$ cat config.mk
export PLATFORM = sky130hd
export DESIGN_NAME = lanc_reg_seq
export DESIGN_NICKNAME = d
export VERILOG_FILES = /design/src/rtl/lanc_pkg.sv /design/src/rtl/lanc_host_dec.sv /design/src/rtl/lanc_irq_sync.sv /design/src/rtl/lanc_seq_fsm.sv /design/src/rtl/lanc_data_path.sv /design/src/rtl/lanc_reg_seq.sv
export SDC_FILE = /design/constraint.sdc
export NUM_CORES = 1
export LEC_CHECK = 0
export ABC_CLOCK_PERIOD_IN_PS = 2670
export BUFFER_PORTS_ARGS = -buffer_cell sky130_fd_sc_hd__buf_2
export CAP_MARGIN = 20
export CORE_ASPECT_RATIO = 0.7
export CORE_MARGIN = 2
export CORE_UTILIZATION = 45
export CTS_CLUSTER_DIAMETER = 50
export DETAILED_ROUTE_END_ITERATION = 8
export PLACE_DENSITY = 0.79
export SYNTH_ARGS = -nofsm -noshare
export SYNTH_HDL_FRONTEND = slang
export SYNTH_HIERARCHICAL = 1
export SYNTH_SLANG_ARGS = --single-unit
export TNS_END_PERCENT = 50
$ cat constraint.sdc
create_clock -name clk -period 2.67 [get_ports clk]
set_clock_uncertainty 0.2 [all_clocks]
set_input_delay 0.267 -clock clk [delete_from_list [all_inputs] [get_ports clk]]
set_output_delay 0.267 -clock clk [all_outputs]
set_load 0.1 [all_outputs]
$ cat src/rtl/lanc_pkg.sv
// Shared types for the LAN controller register-access sequencer.
// Assumes: one sequencer state machine and one host decoder share these.
package lanc_pkg;

    // Sequencer states
    typedef enum logic [2:0] {
        ST_IDLE,     // waiting for host access or interrupt
        ST_HREAD,    // host reads holding register
        ST_FETCH,    // controller read into holding register
        ST_WRITE,    // controller write from input latch
        ST_CLRWAIT,  // interrupt: wait for ready to drop
        ST_CLRWR,    // interrupt: write clear word
        ST_CLRDONE   // interrupt: wait for final ready drop
    } seq_state_e;

    // Decoded host operations
    typedef enum logic [2:0] {
        OP_NONE,
        OP_RESET,
        OP_RING,
        OP_WRITE,
        OP_FETCH,
        OP_HREAD
    } host_op_e;

endpackage

$ cat src/rtl/lanc_host_dec.sv
// Host offset decoder.
// Maps direction and word offset to one operation. Purely combinational.
// Assumes: OFS_W is at least 4; codes occupy the low four bits.
module lanc_host_dec
    import lanc_pkg::*;
#(
    parameter int OFS_W = 4
) (
    input  logic             host_wr,
    input  logic [OFS_W-1:0] host_ofs,
    output host_op_e         op
);

    localparam logic [OFS_W-1:0] OFS_RESET = OFS_W'(4'b0000);
    localparam logic [OFS_W-1:0] OFS_RING  = OFS_W'(4'b0111);
    localparam logic [OFS_W-1:0] OFS_WRAP  = OFS_W'(4'b1000);
    localparam logic [OFS_W-1:0] OFS_WRDP  = OFS_W'(4'b1001);
    localparam logic [OFS_W-1:0] OFS_FRAP  = OFS_W'(4'b1010);
    localparam logic [OFS_W-1:0] OFS_FRDP  = OFS_W'(4'b1011);
    localparam logic [OFS_W-1:0] OFS_HOLD  = OFS_W'(4'b1100);

    // Decode one operation from direction and offset
    always_comb begin
        op = OP_NONE;
        if (host_wr) begin
            if (host_ofs == OFS_RESET)                             op = OP_RESET;
            else if (host_ofs == OFS_RING)                         op = OP_RING;
            else if (host_ofs == OFS_WRAP || host_ofs == OFS_WRDP) op = OP_WRITE;
            else if (host_ofs == OFS_FRAP || host_ofs == OFS_FRDP) op = OP_FETCH;
        end else if (host_ofs == OFS_HOLD) begin
            op = OP_HREAD;
        end
    end

endmodule

$ cat src/rtl/lanc_irq_sync.sv
// Interrupt synchronizer and rising-edge detector.
// Assumes: async_in is asynchronous to clk and STAGES >= 2.
module lanc_irq_sync #(
    parameter int STAGES = 2
) (
    input  logic clk,
    input  logic rst_n,
    input  logic async_in,
    output logic rise
);

    logic [STAGES-1:0] sync_q;
    logic              last_q;

    // Shift the input through the synchronizer chain and keep last value
    always_ff @(posedge clk) begin
        if (!rst_n) begin
            sync_q <= '0;
            last_q <= 1'b0;
        end else begin
            sync_q <= {sync_q[STAGES-2:0], async_in};
            last_q <= sync_q[STAGES-1];
        end
    end

    assign rise = sync_q[STAGES-1] & ~last_q;

endmodule

$ cat src/rtl/lanc_seq_fsm.sv
// Sequencer state machine.
// Arbitrates host access against interrupt service, paces controller
// cycles on ready, and owns the host interrupt and wait lines.
// Assumes: controller holds ready high until strobe is released.
module lanc_seq_fsm
    import lanc_pkg::*;
(
    input  logic       clk,
    input  logic       rst_n,
    input  logic       host_sel,
    input  host_op_e   op,
    input  logic       port_bit,
    input  logic       irq_rise,
    input  logic       host_irq_ack,
    input  logic       lc_ready,
    output logic       host_wait,
    output logic       host_irq,
    output logic       host_rd_oe,
    output logic       lc_cs_n,
    output logic       lc_strb_n,
    output logic       lc_read,
    output logic       lc_port_sel,
    output logic       dal_drive,
    output logic       dal_clr_sel,
    output logic       ld_in,
    output logic       ld_hold,
    output logic       ld_ring,
    output logic       clr_hold
);

    seq_state_e state_q, state_d;
    logic       served_q;
    logic       irq_pend_q;
    logic       int_mode_q;
    logic       port_q;
    logic       start_ok, take_irq, take_host;

    assign start_ok  = (state_q == ST_IDLE) && !lc_ready;
    assign take_irq  = start_ok && irq_pend_q;
    assign take_host = start_ok && !irq_pend_q && host_sel && !served_q;

    // Next-state selection
    always_comb begin
        state_d = state_q;
        unique case (state_q)
            ST_IDLE: begin
                if (take_irq) begin
                    state_d = ST_FETCH;
                end else if (take_host) begin
                    if (op == OP_WRITE)      state_d = ST_WRITE;
                    else if (op == OP_FETCH) state_d = ST_FETCH;
                    else if (op == OP_HREAD) state_d = ST_HREAD;
                end
            end
            ST_WRITE:   if (lc_ready)  state_d = ST_IDLE;
            ST_FETCH:   if (lc_ready)  state_d = int_mode_q ? ST_CLRWAIT : ST_IDLE;
            ST_CLRWAIT: if (!lc_ready) state_d = ST_CLRWR;
            ST_CLRWR:   if (lc_ready)  state_d = ST_CLRDONE;
            ST_CLRDONE: if (!lc_ready) state_d = ST_IDLE;
            ST_HREAD:   if (!host_sel) state_d = ST_IDLE;
            default:                   state_d = ST_IDLE;
        endcase
    end

    // State register
    always_ff @(posedge clk) begin
        if (!rst_n) state_q <= ST_IDLE;
        else        state_q <= state_d;
    end

    // Pending interrupt: set on synchronized rise, consumed on service start
    always_ff @(posedge clk) begin
        if (!rst_n) irq_pend_q <= 1'b0;
        else        irq_pend_q <= irq_rise | (irq_pend_q & ~take_irq);
    end

    // Interrupt-sequence flag and latched port select
    always_ff @(posedge clk) begin
        if (!rst_n) begin
            int_mode_q <= 1'b0;
            port_q     <= 1'b0;
        end else begin
            if (take_irq) begin
                int_mode_q <= 1'b1;
                port_q     <= 1'b1;
            end else if (take_host) begin
                port_q     <= port_bit;
            end
            if (state_q == ST_CLRDONE && !lc_ready) int_mode_q <= 1'b0;
        end
    end

    // One service per host select assertion
    always_ff @(posedge clk) begin
        if (!rst_n)        served_q <= 1'b0;
        else if (!host_sel) served_q <= 1'b0;
        else if (take_host) served_q <= 1'b1;
    end

    // Host interrupt line: set on service start, cleared by ack or reset op
    always_ff @(posedge clk) begin
        if (!rst_n)            host_irq <= 1'b0;
        else if (clr_hold)     host_irq <= 1'b0;
        else if (take_irq)     host_irq <= 1'b1;
        else if (host_irq_ack) host_irq <= 1'b0;
    end

    // Controller pin and datapath strobes decoded from state
    always_comb begin
        lc_cs_n     = !(state_q == ST_FETCH || state_q == ST_WRITE || state_q == ST_CLRWR);
        lc_strb_n   = lc_cs_n;
        lc_read     = !(state_q == ST_WRITE || state_q == ST_CLRWR);
        dal_drive   = (state_q == ST_WRITE || state_q == ST_CLRWR);
        dal_clr_sel = (state_q == ST_CLRWR);
        lc_port_sel = port_q;
        host_rd_oe  = (state_q == ST_HREAD);
        ld_hold     = (state_q == ST_FETCH) && lc_ready;
        ld_in       = take_host && (op == OP_WRITE);
        ld_ring     = take_host && (op == OP_RING);
        clr_hold    = take_host && (op == OP_RESET);
        host_wait   = host_sel && !(served_q && (state_q == ST_IDLE || state_q == ST_HREAD));
    end

endmodule

$ cat src/rtl/lanc_data_path.sv
// Data registers: input latch, holding register and ring base.
// Assumes: load strobes are mutually exclusive per cycle; RING_W <= DATA_W.
module lanc_data_path #(
    parameter int              DATA_W   = 16,
    parameter int              RING_W   = 16,
    parameter logic [DATA_W-1:0] CLR_WORD = 16'h7F00
) (
    input  logic              clk,
    input  logic              rst_n,
    input  logic [DATA_W-1:0] host_wdata,
    input  logic [DATA_W-1:0] lc_dal_in,
    input  logic              ld_in,
    input  logic              ld_hold,
    input  logic              ld_ring,
    input  logic              clr_hold,
    input  logic              dal_clr_sel,
    input  logic              host_rd_oe,
    output logic [DATA_W-1:0] lc_dal_out,
    output logic [DATA_W-1:0] host_rdata,
    output logic [RING_W-1:0] ring_base
);

    logic [DATA_W-1:0] in_q;
    logic [DATA_W-1:0] hold_q;
    logic [RING_W-1:0] ring_q;

    // Input latch for controller writes
    always_ff @(posedge clk) begin
        if (!rst_n)     in_q <= '0;
        else if (ld_in) in_q <= host_wdata;
    end

    // Holding register for controller fetches
    always_ff @(posedge clk) begin
        if (!rst_n)         hold_q <= '0;
        else if (clr_hold)  hold_q <= '0;
        else if (ld_hold)   hold_q <= lc_dal_in;
    end

    // Status ring base for the memory-write block
    always_ff @(posedge clk) begin
        if (!rst_n)       ring_q <= '0;
        else if (ld_ring) ring_q <= host_wdata[RING_W-1:0];
    end

    assign lc_dal_out = dal_clr_sel ? CLR_WORD : in_q;
    assign host_rdata = host_rd_oe ? hold_q : '0;
    assign ring_base  = ring_q;

endmodule

$ cat src/rtl/lanc_reg_seq.sv
// LAN controller register-access sequencer, top level.
// Connects the host decoder, interrupt synchronizer, sequencer and data
// registers. Assumes lc_irq is asynchronous; all else is synchronous to clk.
module lanc_reg_seq
    import lanc_pkg::*;
#(
    parameter int                DATA_W      = 16,
    parameter int                RING_W      = 16,
    parameter int                SYNC_STAGES = 2,
    parameter logic [DATA_W-1:0] CLR_WORD    = 16'h7F00
) (
    input  logic              clk,
    input  logic              rst_n,
    input  logic              host_sel,
    input  logic              host_wr,
    input  logic [3:0]        host_ofs,
    input  logic [DATA_W-1:0] host_wdata,
    output logic [DATA_W-1:0] host_rdata,
    output logic              host_rd_oe,
    output logic              host_wait,
    output logic              host_irq,
    input  logic              host_irq_ack,
    output logic [RING_W-1:0] ring_base,
    output logic              lc_cs_n,
    output logic              lc_strb_n,
    output logic              lc_read,
    output logic              lc_port_sel,
    output logic [DATA_W-1:0] lc_dal_out,
    output logic              lc_dal_oe,
    input  logic [DATA_W-1:0] lc_dal_in,
    input  logic              lc_ready,
    input  logic              lc_irq
);

    host_op_e op;
    logic     irq_rise;
    logic     dal_clr_sel, ld_in, ld_hold, ld_ring, clr_hold;

    lanc_host_dec #(.OFS_W(4)) u_dec (
        .host_wr  (host_wr),
        .host_ofs (host_ofs),
        .op       (op)
    );

    lanc_irq_sync #(.STAGES(SYNC_STAGES)) u_sync (
        .clk      (clk),
        .rst_n    (rst_n),
        .async_in (lc_irq),
        .rise     (irq_rise)
    );

    lanc_seq_fsm u_fsm (
        .clk          (clk),
        .rst_n        (rst_n),
        .host_sel     (host_sel),
        .op           (op),
        .port_bit     (host_ofs[0]),
        .irq_rise     (irq_rise),
        .host_irq_ack (host_irq_ack),
        .lc_ready     (lc_ready),
        .host_wait    (host_wait),
        .host_irq     (host_irq),
        .host_rd_oe   (host_rd_oe),
        .lc_cs_n      (lc_cs_n),
        .lc_strb_n    (lc_strb_n),
        .lc_read      (lc_read),
        .lc_port_sel  (lc_port_sel),
        .dal_drive    (lc_dal_oe),
        .dal_clr_sel  (dal_clr_sel),
        .ld_in        (ld_in),
        .ld_hold      (ld_hold),
        .ld_ring      (ld_ring),
        .clr_hold     (clr_hold)
    );

    lanc_data_path #(
        .DATA_W   (DATA_W),
        .RING_W   (RING_W),
        .CLR_WORD (CLR_WORD)
    ) u_data (
        .clk         (clk),
        .rst_n       (rst_n),
        .host_wdata  (host_wdata),
        .lc_dal_in   (lc_dal_in),
        .ld_in       (ld_in),
        .ld_hold     (ld_hold),
        .ld_ring     (ld_ring),
        .clr_hold    (clr_hold),
        .dal_clr_sel (dal_clr_sel),
        .host_rd_oe  (host_rd_oe),
        .lc_dal_out  (lc_dal_out),
        .host_rdata  (host_rdata),
        .ring_base   (ring_base)
    );

endmodule

==> flow_summary.json <==
{
  "status": "complete, no violations",
  "critPathRequiredTime_ns": 2.20,
  "synth_area_um2": 2810,
  "ant_nets": 0,
  "ir_drop_mv": 0.362,
  "p_sw_mw": 0.442,
  "power_density_nw_per_um2": 457,
  "swShare": 0.237,
  "cts_max_level": 3,
  "wl_um": 6450,
  "critPathMaxStageDelay_ns": 0.56,
  "seq_area_um2": 1180,
  "timing.final.max_slew_violations": 0,
  "filler_cell_count": 490,
  "dp.cells": 450,
  "final_common_cell": "buf_2",
  "start_util": 0.459,
  "ctsRootBufferMaster": "clkbuf_8",
  "drv_cap": 0,
  "vias_per_cell": 4.90,
  "path_cells": "buf_4, inv_1, nor3_4, buf_2",
  "worstPathArrival_ns": 2.06,
  "synth-seq-cells": 59,
  "io_buffers": 98,
  "grt_pass1_wl_um": 10900,
  "first_global_vias": 2396,
  "clk_pin_slew_ns": 0.07,
  "syn_nets": 323,
  "setup_tns_ns": 0,
  "worst_pin_slew_ns": 0.590,
  "fmax_mhz": 395,
  "criticalPathCategory": "reg2out",
  "core.rowCount": 24,
  "place.gp.congestion": 0.889,
  "ys.warnings.count": 6,
  "core_area_um2": 6130,
  "timing.final.hold_violations": 0,
  "dr_total_vias": 2356,
  "layout_common_cells": "buf_2 (75), dfxtp_1 (59), mux2i_1 (48), nor2b_1 (38), buf_12 (21)",
  "synth_cells": 280,
  "synthArstFlopShare": 0,
  "dpl_cell_area_um2": 3710,
  "multi_input_area_um2": 1520,
  "cts_tree": "yes",
  "intPower_mw": 1.42,
  "drive_gt1_frac": 0.390,
  "drc": 0,
  "antenna_found_initial": 0,
  "area_growth_pct": 45.0,
  "layoutNonFillerInstCount": 481,
  "power.share.combinational": 0.110,
  "rsz0062_at_grt": "yes",
  "cts.sinks": 59,
  "fin_crit_sh": 0.948,
  "wl_per_cell_um": 13.4,
  "cts_made_buffers": 9,
  "nNetsFinal": 443,
  "antenna_cells": 0,
  "dpl.hpwl_um": 4570,
  "crit_fanout": 17,
  "cp_slowest_cell": "nor3_4",
  "finalInstanceArea_um2": 4070,
  "p_seq_frac": 0.482,
  "setup_viol": 0,
  "ioPinCount": 99,
  "grt_max_degree": 31,
  "power_leakage_nw": 1.67,
  "overflow": 0,
  "ys_types": 46,
  "maxSlewHeadroom": 0.605,
  "grtUsageTotal": 0.197,
  "post-route-min-period_ns": 2.53,
  "path_buf_inv": 3,
  "synth_edf_count": 0,
  "die_h_um": 70.1,
  "power.share.clock": 0.408,
  "endpoint_kind": "output port",
  "hold_path_class": "in2reg",
  "die_w_um": 98.4,
  "first_iter_violations": 96,
  "post-route-util": 0.665,
  "syn_area_per_cell_um2": 10.0,
  "worstSkewPairLatency_ns": 0.32,
  "first_pass_iters": 4,
  "crit_family": "buffers and inverters",
  "clock_path_buffers": 2,
  "synth_seq_area_share": 0.420,
  "dieArea_um2": 6900,
  "yosys_most_used_dff": "dfxtp_1",
  "startpoint_type": "flip-flop"
}
-- synth_stat cells, types with 2 or more instances --
cell,count,area share
nor2b_1,38,0.085
nand2_1,5,0.0067
buf_6,6,0.024
and2b_1,7,0.019
o21ai_0,2,0.0036
nor2_1,20,0.027
mux2i_1,48,0.17
clkbuf_1,7,0.0094
nand2b_1,3,0.0067
or2_2,7,0.016
a21oi_1,7,0.012
o32ai_1,2,0.0062
nor3_1,4,0.0071
buf_12,2,0.014
inv_1,7,0.0094
and2_1,21,0.047
xor2_1,3,0.0094
dfxtp_1,59,0.42
nand3b_1,3,0.0080
a31oi_1,2,0.0045
or3b_1,2,0.0062
-- per-stage QoR --
step	power, mW	worst slack, ns	hold slack (ns)
4_1_cts	1.89	0.0649	0.000459
5_1_grt	1.95	-0.0118	0.0114
2_1_floorplan	1.04	-0.114	0.181
3_5_place_dp	1.10	0.0755	0.227
3_3_place_gp	1.10	0.153	0.213
6_report	1.86	0.138	0.0221
-- worst min-delay path: stages --
cell and delay, ns:
buf_2 0.09, mux2i_1 0.06, nor2b_1 0.09
-- power by group through the flow --
stage	Combinational [mW]	Clock (mW)	Sequential, mW
2_1_floorplan	0.0959	0	0.943
3_3_place_gp	0.181	0	0.917
3_5_place_dp	0.185	0	0.917
4_1_cts	0.205	0.789	0.897
5_1_grt	0.220	0.831	0.898
6_report	0.205	0.760	0.898
-- area by class of cell --
cell class,instances,area share
Sequential cell,59,0.290
Multi-Input combinational cell,196,0.372
Tap cell,78,0.0240
Inverter,7,0.00645
Timing Repair Buffer,127,0.263
Clock inverter,3,0.00983
Clock buffer,11,0.0347
-- metal layers --
metal | routed length [µm] | GRT usage | vias up
met5 | 0 | 0 | -
met4 | 18 | 0.0594 | 0
met3 | 468 | 0.0741 | 2
met2 | 3080 | 0.334 | 69
met1 | 2880 | 0.232 | 1099
li1 | - | - | 1186
-- registers in the layout (all words and copies together) (netlist names) --
register           flops
u_data/ring_base      16
u_fsm/served_q         1
u_fsm/lc_port_sel      1
u_fsm/host_irq         1
u_fsm/state_q          3
u_data/hold_q         16
u_fsm/irq_pend_q       1
u_sync/last_q          1
u_sync/sync_q          2
u_data/in_q           16
u_fsm/int_mode_q       1
-- logic make-up (layout without fill, tap and decap cells) --
group,Yosys count,count (layout),synth area share
AOI/OAI and AO/OA,23,23,0.0588
xor gates and xnor gates,3,3,0.00936
buffers and inverters,25,148,0.0664
DFF,59,59,0.420
muxes,48,48,0.171
and+or+nand+nor,122,122,0.274
-- path summary, 6_finish.rpt --
kind | start | endpoint | slack (ns) | depth (start not counted)
setup / recovery | u_fsm/state_q[0] | host_rd_oe | 0.14 | 4
hold / removal | host_wdata[9] | u_data/in_q[9] | 0.02 | 3
setup reg to reg | u_fsm/state_q[2] | u_data/ring_base[1] | 0.18 | 6
hold reg to reg | u_sync/sync_q[0] | u_sync/sync_q[1] | 0.24 | 1
-- timing repair --
item	in CTS	in global routing
buffers inserted	0	0
endpoints found under the hold margin	17	0
hold buffers	17	0
gates resized for setup	0	4
setup endpoints to repair	0	7
Power figures use the tool's default switching activity.
